[src/rtl/clkcal_pkg.sv]
package clkcal_pkg;
  localparam int ADDR_W   = 7;
  localparam int DATA_W   = 8;
  localparam int CTRL_IDX = 15;   // control register location
  localparam int WP_BIT   = 6;    // protect bit inside control
  localparam int SYS_LAST = 17;   // last fixed register
  localparam int RAM_BASE = 32;   // first user RAM byte
  typedef enum logic {PH_ADDR, PH_DATA} phase_e;
endpackage

[src/rtl/clkcal_spi_front.sv]
module clkcal_spi_front
  import clkcal_pkg::*;
#(
  parameter int SYNC_STAGES = 2
) (
  input  logic              clk,
  input  logic              rst_n,
  input  logic              ce,
  input  logic              sclk,
  input  logic              mosi,
  input  logic [DATA_W-1:0] tx_val,
  input  logic              tx_en,
  output logic              ce_on,
  output logic              byte_vld,
  output logic [DATA_W-1:0] byte_val,
  output logic              miso
);
  localparam int CNT_W = $clog2(DATA_W);

  logic [SYNC_STAGES-1:0] ce_p, sck_p, dat_p;
  logic                   sck_q;
  logic [CNT_W-1:0]       bitcnt;
  logic [DATA_W-1:0]      rx_sh, tx_sh;
  logic                   sck_s, dat_s, sck_rise, sck_fall;

  assign ce_on    = ce_p[SYNC_STAGES-1];
  assign sck_s    = sck_p[SYNC_STAGES-1];
  assign dat_s    = dat_p[SYNC_STAGES-1];
  assign sck_rise = sck_s & ~sck_q;
  assign sck_fall = ~sck_s & sck_q;
  assign miso     = tx_en & tx_sh[DATA_W-1];

  always_ff @(posedge clk or negedge rst_n) begin
    if (!rst_n) begin
      ce_p     <= '0;
      sck_p    <= '1;
      dat_p    <= '0;
      sck_q    <= 1'b1;
      bitcnt   <= '0;
      rx_sh    <= '0;
      tx_sh    <= '0;
      byte_vld <= 1'b0;
      byte_val <= '0;
    end else begin
      ce_p     <= {ce_p[SYNC_STAGES-2:0], ce};
      sck_p    <= {sck_p[SYNC_STAGES-2:0], sclk};
      dat_p    <= {dat_p[SYNC_STAGES-2:0], mosi};
      sck_q    <= sck_s;
      byte_vld <= 1'b0;
      if (!ce_on) begin
        bitcnt <= '0;
      end else begin
        if (sck_rise) begin
          rx_sh  <= {rx_sh[DATA_W-2:0], dat_s};
          bitcnt <= bitcnt + 1'b1;
          if (bitcnt == CNT_W'(DATA_W - 1)) begin
            byte_vld <= 1'b1;
            byte_val <= {rx_sh[DATA_W-2:0], dat_s};
          end
        end
        if (sck_fall) begin
          if (bitcnt == '0) tx_sh <= tx_val;
          else              tx_sh <= {tx_sh[DATA_W-2:0], 1'b0};
        end
      end
    end
  end
endmodule

[src/rtl/clkcal_regbank.sv]
module clkcal_regbank
  import clkcal_pkg::*;
#(
  parameter int RAM_DEPTH = 96
) (
  input  logic              clk,
  input  logic              rst_n,
  input  logic              wr_en,
  input  logic [ADDR_W-1:0] wr_addr,
  input  logic [DATA_W-1:0] wr_data,
  input  logic [ADDR_W-1:0] rd_a_addr,
  output logic [DATA_W-1:0] rd_a_data,
  input  logic [ADDR_W-1:0] rd_b_addr,
  output logic [DATA_W-1:0] rd_b_data,
  output logic [DATA_W-1:0] ctrl_q
);
  localparam int NUM = 2 ** ADDR_W;
  localparam logic [DATA_W-1:0] WP_MASK = DATA_W'(1 << WP_BIT);
  localparam logic [ADDR_W-1:0] CTRL_A  = ADDR_W'(CTRL_IDX);

  logic [DATA_W-1:0] mem [NUM];
  logic [NUM-1:0]    live;
  logic              locked;

  for (genvar g = 0; g < NUM; g++) begin : g_map
    assign live[g] = (g <= SYS_LAST) || (g >= RAM_BASE && g < RAM_BASE + RAM_DEPTH);
  end

  assign ctrl_q = mem[CTRL_IDX];
  assign locked = ctrl_q[WP_BIT];

  always_ff @(posedge clk or negedge rst_n) begin
    if (!rst_n) begin
      for (int i = 0; i < NUM; i++) mem[i] <= '0;
    end else if (wr_en && live[wr_addr]) begin
      if (wr_addr == CTRL_A) begin
        if (locked) mem[wr_addr] <= (ctrl_q & ~WP_MASK) | (wr_data & WP_MASK);
        else        mem[wr_addr] <= wr_data;
      end else if (!locked) begin
        mem[wr_addr] <= wr_data;
      end
    end
  end

  assign rd_a_data = live[rd_a_addr] ? mem[rd_a_addr] : '0;
  assign rd_b_data = live[rd_b_addr] ? mem[rd_b_addr] : '0;
endmodule

[src/rtl/clkcal_spi_slave.sv]
module clkcal_spi_slave
  import clkcal_pkg::*;
#(
  parameter int RAM_DEPTH   = 96,
  parameter int SYNC_STAGES = 2
) (
  input  logic              clk,
  input  logic              rst_n,
  input  logic              ce,
  input  logic              sclk,
  input  logic              mosi,
  output logic              miso,
  input  logic [ADDR_W-1:0] peek_addr,
  output logic [DATA_W-1:0] peek_data
);
  phase_e            phase;
  logic              is_wr;
  logic [ADDR_W-1:0] cur_addr;
  logic              ce_on, byte_vld, wr_en, tx_en;
  logic [DATA_W-1:0] byte_val, bank_rd, tx_val, ctrl_q;

  clkcal_spi_front #(.SYNC_STAGES(SYNC_STAGES)) front_i (
    .clk(clk), .rst_n(rst_n), .ce(ce), .sclk(sclk), .mosi(mosi),
    .tx_val(tx_val), .tx_en(tx_en), .ce_on(ce_on),
    .byte_vld(byte_vld), .byte_val(byte_val), .miso(miso)
  );

  clkcal_regbank #(.RAM_DEPTH(RAM_DEPTH)) bank_i (
    .clk(clk), .rst_n(rst_n), .wr_en(wr_en), .wr_addr(cur_addr),
    .wr_data(byte_val), .rd_a_addr(cur_addr), .rd_a_data(bank_rd),
    .rd_b_addr(peek_addr), .rd_b_data(peek_data), .ctrl_q(ctrl_q)
  );

  assign wr_en  = byte_vld && ce_on && (phase == PH_DATA) && is_wr;
  assign tx_en  = (phase == PH_DATA) && !is_wr;
  assign tx_val = (phase == PH_DATA) ? bank_rd : '0;

  always_ff @(posedge clk or negedge rst_n) begin
    if (!rst_n) begin
      phase    <= PH_ADDR;
      is_wr    <= 1'b0;
      cur_addr <= '0;
    end else if (!ce_on) begin
      phase <= PH_ADDR;
    end else if (byte_vld) begin
      if (phase == PH_ADDR) begin
        cur_addr <= byte_val[ADDR_W-1:0];
        is_wr    <= byte_val[DATA_W-1];
        phase    <= PH_DATA;
      end else begin
        cur_addr <= cur_addr + 1'b1;
      end
    end
  end
endmodule

[config.mk]
export PLATFORM = sky130hd
export DESIGN_NAME = clkcal_spi_slave
export DESIGN_NICKNAME = d
export VERILOG_FILES = /design/src/rtl/clkcal_pkg.sv /design/src/rtl/clkcal_spi_front.sv /design/src/rtl/clkcal_regbank.sv /design/src/rtl/clkcal_spi_slave.sv
export SDC_FILE = /design/constraint.sdc
export NUM_CORES = 2
export LEC_CHECK = 0
export ABC_AREA = 1
export ABC_CLOCK_PERIOD_IN_PS = 4850
export CORE_MARGIN = 4
export CORE_UTILIZATION = 25
export DETAILED_ROUTE_END_ITERATION = 8
export PLACE_DENSITY = 0.36
export SLEW_MARGIN = 20
export SYNTH_ARGS = -nofsm -noshare
export SYNTH_HDL_FRONTEND = slang
export SYNTH_SLANG_ARGS = --single-unit
[constraint.sdc]
create_clock -name clk -period 4.85 [get_ports clk]
set_input_delay 0.97 -clock clk [delete_from_list [all_inputs] [get_ports clk]]
set_output_delay 0.97 -clock clk [all_outputs]
set_load 0.1 [all_outputs]
# Yosys cells after proc, flatten, opt, wreduce, memory -nomap -nowiden
# Memory sizes are Yosys's and may differ from the RTL's.
# Index checks and enable logic that the tools add are counted.
classes:
  n_bitwise: 9
  n_mul: 0
  eq_ne: 5
  order_cmp: 5
  n_div: 0
  n_addsub: 2
  n_reduce_logical: 14
  muxes: 27
  shifts: 0
ops:
  columns: ["op", "n"]
  rows:
  - ["two-way mux 1024 bit", 3]
  - ["bitwise mux 1024 bit", 2]
  - ["binary-select mux 8 bit (select 7 bit)", 2]
  - ["two-way mux 8 bit", 9]
  - ["demux 8 bit (select 7 bit)", 1]
  - [">= comparator 8 bit (second input constant)", 2]
  - ["less-than comparator 7 x 8 -> 1 bit (second input constant)", 2]
  - ["NOT 7 -> 8 bit", 2]
  - ["less-than comparator 8 x 1 -> 1 bit (second input constant)", 1]
  - ["bitwise OR 8 x 7 -> 8 bit", 1]
  - ["AND reduction 2 bit", 4]
  - ["adder 7 x 1 -> 7 bit (second input constant)", 1]
  - ["== test 7 x 4 -> 1 bit (second input constant)", 1]
  - ["two-way mux 1 bit", 7]
  - ["two-way mux 7 bit", 1]
  - ["logical AND 1 bit", 6]
  - ["two-way mux 3 bit", 2]
  - ["AND reduction 3 bit", 2]
  - ["inequality test 2 bit (second input constant)", 2]
  - ["adder 3 x 1 -> 3 bit (second input constant)", 1]
  - ["bitwise AND 1 bit", 3]
  - ["== test 3 bit (second input constant)", 1]
  - ["zero test 3 bit", 1]
  - ["NOT 1 bit", 3]
  - ["other kinds (2)", 2]
word_totals:
  input_bits: 12
  n_memories: 2
  ff_bits: 1067
  latch_bits: 0
  ram_bits: 0
  mem_bits_ro: 256
memory_table:
  columns: ["memory", "words", "width", "read_ports", "rd_ports_with_merged_regs", "write_ports", "line", "rtl"]
  rows:
  - ["(no name shown)", 128, 1, 1, 0, 0, "clkcal_regbank.sv:35", "end else if (wr_en && live[wr_addr]) begin"]
  - ["(no name shown)", 128, 1, 1, 0, 0, "clkcal_regbank.sv:46", "assign rd_b_data = live[rd_b_addr] ? mem[rd_b_addr] : '0;"]

# Depth between registers and ports, before layout
logic_depth:
  depth_word: 8
  depth_mapped: 17
  depth_no_buf: 15

# Hierarchy
# From an unflattened synthesis, not the netlist that was laid out.
hier_totals:
  hier_cells: 8158
  hier_area_um2: 61172.4
modules_own_cells:
  columns: ["mod", "n_inst", "area_each_um2", "cells_each", "seq_area_each_um2"]
  rows:
  - ["clkcal_regbank", 1, 59097.9, 7899, 25624.6]
  - ["clkcal_spi_front", 1, 1461.4, 165, 854.6]
  - ["clkcal_spi_slave", 1, 613.1, 94, 225.2]

# Least setup slack after synthesis
# Ideal clock, no wire load.
synth_timing:
  kind: "in2out"
  start: "input port peek_addr[0]"
  end: "output port peek_data[7]"
  slack_ns: 0.246
  n_path_buf: 3
  stages: 11
  arrival_ns: 3.634
  t_required_ns: 3.880
  path_cell_list: "clkbuf_1 -> clkbuf_1 -> clkbuf_1 -> o21ai_0 -> o211ai_1 -> nand3_1 -> nand2_1 -> nand3_1 -> nand3_1 -> nand2_1 -> nor2_1"
synth_via:
  elab_chain_cells: 5
  word_cells_on_any_way: 7
synth_lines:
  columns: ["item", "line", "rtl"]
  rows:
  - ["start: declaration", "clkcal_spi_slave.sv:13", "input logic [ADDR_W-1:0] peek_addr,"]
  - ["NOT 7 -> 8 bit (not written as such)", "clkcal_regbank.sv:46", null]
  - ["binary-select mux 8 bit (select 7 bit)", "clkcal_regbank.sv:46", null]
  - ["two-way mux 8 bit (not written as such) (2 in a row)", "clkcal_regbank.sv:46", null]
  - ["two-way mux 8 bit *", "clkcal_regbank.sv:46", null]
  - ["end: declaration", "clkcal_spi_slave.sv:14", "output logic [DATA_W-1:0] peek_data"]
# Every way passes the cells marked *; elsewhere a longest branch is shown, timed or not. The select of a mux whose other input is x is not followed.

# Worst setup path after layout
layout_timing:
  start: "input port peek_addr[0]"
  end: "output port peek_data[4]"
# Same word-level chain as after synthesis.

==> results.json <==
{
  "syn-mean-instance-area_um2": 7.01,
  "status": "complete, no violations",
  "layout-drive-gt1-share_pct": 7.84,
  "critPathArrivalTime_ns": 3.79,
  "layout_setup_ws_ns": 0.0937,
  "cap_violations": 0,
  "dieHeight_um": 496,
  "synthFlopType": "dfrtp_1",
  "peakVddDrop_uv": 242,
  "max_freq_ghz": 0.210,
  "path_clk_slew_ns": 0.06,
  "grt_pass1_vias": 54100,
  "grt_max_degree": 123,
  "met2_length_um": 125000,
  "cts_tree": "done",
  "routed_wl_um": 285000,
  "required_ns": 3.88,
  "crit_fanout": 34,
  "period_needed_ns": 4.76,
  "num-nets-final": 8235,
  "post_drt_wl_per_cell_um": 24.8,
  "syn_nets": 8499,
  "async_reset_ff_share_pct": 100,
  "clock_skew_ns": 0.0396,
  "vias": 56700,
  "hp-class": "in -> async",
  "clock_latency_ns": 0.81,
  "numCtsBuffers": 144,
  "place_hpwl_um": 184000,
  "drc": 0,
  "root_buffer": "clkbuf_16",
  "chipWidth_um": 496,
  "postCtsHoldBufs": 0,
  "fin_setup_tns_ns": 0,
  "via_per_inst": 4.94,
  "ios": 21,
  "antenna_found_initial": 21,
  "first_pass_iters": 6,
  "synth_cell_types": 42,
  "dp_slack_ns": -0.0123,
  "port_buffers": 20,
  "dpl.cell_count": 11200,
  "area_growth_pct": 15.8,
  "row_count": 178,
  "ys_seq_area_share_pct": 44.9,
  "cp-end-kind": "output pin",
  "clkSinkCount": 1067,
  "instances_no_fill": 11500,
  "ys_top_cells_by_area": "dfrtp_1, nand2_1, o21ai_0",
  "rsz0062_at_grt": "no",
  "regToRegStartpoint": "cur_addr[1]",
  "rr_endpoint": "bank_i.mem[966]",
  "drt_iter0_markers": 5455,
  "synth_top_cell_area_share_pct": 44.8,
  "wl_met1_um": 136000,
  "start_util_pct": 25.2,
  "setup_viol": 0,
  "worst_pin_slew_ns": 1.16,
  "fin_crit_sh_pct": 98.1,
  "synth_edf_count": 0,
  "antenna_left": 0,
  "synth_area_leader_cell": "dfrtp_1",
  "ys_ff_latch": 1067,
  "core_um2": 236000,
  "slew_viol_final": 0,
  "p_per_area_nw_per_um2": 308,
  "syn-instance-count": 8483,
  "overflow": 0,
  "critPathKind": "in -> out",
  "gp_congestion": 0.841,
  "reg2reg_depth": 9,
  "routed.top_layer": "met5",
  "post_cts_buffers": 0,
  "wl_met3_um": 16600,
  "hold_viol_final": 0,
  "leakage_nw": 32.9,
  "die_area_um2": 246000,
  "grt_first_pass_wirelength_um": 409000,
  "syn_area_um2": 59400,
  "gr-usage-all-layers_pct": 22.8,
  "slew_headroom_pct": 22.6,
  "clk_path_buf_depth": 3,
  "synth-warning-count": 0,
  "cp-start-kind": "primary input",
  "reg2reg_slack_ns": 0.95,
  "hold_ws_ns": 0.184,
  "cts-htree-levels": 4
}
state kept, by name (all words and copies together), names as in the netlist:
| name | flops |
|---|---|
| front_i.tx_sh | 8 |
| front_i.byte_vld | 1 |
| front_i.sck_p | 2 |
| front_i.bitcnt | 3 |
| phase | 1 |
| bank_i.mem | 1016 |
| is_wr | 1 |
| bank_i.ctrl_q | 8 |
| cur_addr | 7 |
| front_i.byte_val | 8 |
| front_i.sck_q | 1 |
| front_i.ce_p | 2 |
| front_i.dat_p | 2 |
| front_i.rx_sh | 7 |
layout by cell type, fill, tap and decap left out, types with 6 or more instances in the layout:
master	instances
o211ai_1	121
clkbuf_16	148
o22ai_4	7
a31oi_1	10
dfrtp_1	1061
mux2i_1	10
nand4_1	86
o21ai_0	1311
a21oi_1	652
buf_12	71
diode_2	7
o221ai_1	37
o2111ai_1	10
nand3b_1	9
mux2_2	22
o21ai_1	8
buf_4	253
nor2_1	557
clkinv_2	16
clkbuf_8	37
nand2_1	2147
inv_1	971
or2_2	27
nor2_4	11
nand3_1	588
inv_6	7
inv_2	6
o22ai_1	25
clkbuf_1	43
clkdlybuf4s50_1	6
nor2_2	8
cell families (layout without fill, tap and decap cells):
logic type	count (synthesis)	count (layout)	synth area share [%]
and+or+nand+nor	3447	3447	23.7
AOI/OAI and AO/OA	2189	2189	19.5
buffers and inverters	1741	1587	11.2
DFF	1067	1067	44.9
muxes	32	32	0.585
adders and majority gates	4	4	0.0842
xor gates and xnor gates	3	3	0.0442
other	0	7	0
power by group:
part	internal [W]	switching, W	total, W
clock network	0.00637	0.00451	0.0109
logic	0.000364	0.00103	0.00139
registers	0.00893	0.0000125	0.00895
layer usage:
metal  vias to the layer above  GRT usage, %
met5                         -             0
met4                         2          5.36
met3                       337          3.26
met2                      1833          35.3
met1                     27800          33.4
li1                      26800             -
timing repair:
item	in CTS	in global routing
cloned	0	1
resized for setup	1	3
setup endpoints to repair	1	2
cell usage after synthesis, types with 10 or more instances:
| cell type | count |
|---|---|
| a21oi_1 | 653 |
| nand4_1 | 86 |
| nor2_1 | 566 |
| o21ai_0 | 1311 |
| buf_1 | 52 |
| o22ai_1 | 25 |
| o221ai_1 | 37 |
| a31oi_1 | 10 |
| inv_1 | 979 |
| mux2i_1 | 10 |
| o2111ai_1 | 10 |
| nand3_1 | 588 |
| o211ai_1 | 121 |
| dfrtp_1 | 1064 |
| mux2_2 | 22 |
| clkbuf_1 | 605 |
| nand2_1 | 2150 |
| or2_2 | 27 |
| buf_2 | 85 |
metrics by stage:
step	power (W)	utilization (%)	cell area, µm²
CTS	0.0215	29.2	68800
finish	0.0212	29.2	68800
global route	0.0220	29.2	68800
detailed placement	0.0105	27.2	64100
global placement	0.0105	27.2	64100
floorplan	0.00970	-	59400
worst max-delay path by stage:
stage	to	startpoint	cells past startpoint	slack, ns
6_report	peek_data[4]	peek_addr[0]	14	0.09
3_3_place_gp	peek_data[5]	peek_addr[0]	11	-0.04
2_1_floorplan	peek_data[7]	peek_addr[0]	11	0.25
5_1_grt	peek_data[1]	peek_addr[0]	15	0.02
3_5_place_dp	peek_data[5]	peek_addr[0]	11	-0.01
4_1_cts	peek_data[3]	peek_addr[0]	15	0.04
critical path, cell delays in order:
cell and delay, ns:
buf_8 0.23, inv_8 0.19, buf_4 0.24, a21oi_1 0.12, o21ai_0 0.09, nand3_1 0.07
nand3_1 0.33, nand3b_1 0.22, nand3_1 0.22, nand3_1 0.25, nand2_1 0.14, nor2_1 0.28
buf_4 0.18, buf_12 0.16
area by class of cell:
type / count / area, µm²
well taps: 3150 / 3940
repair buffers: 337 / 3510
multi-input cells: 5675 / 26200
inverters: 994 / 3770
clock inverters: 29 / 342
diodes: 7 / 17.5
clock buffers: 227 / 4350
flip-flops and latches: 1067 / 26700
fillers: 25700 / 167000
Power figures use the tool's default switching activity.
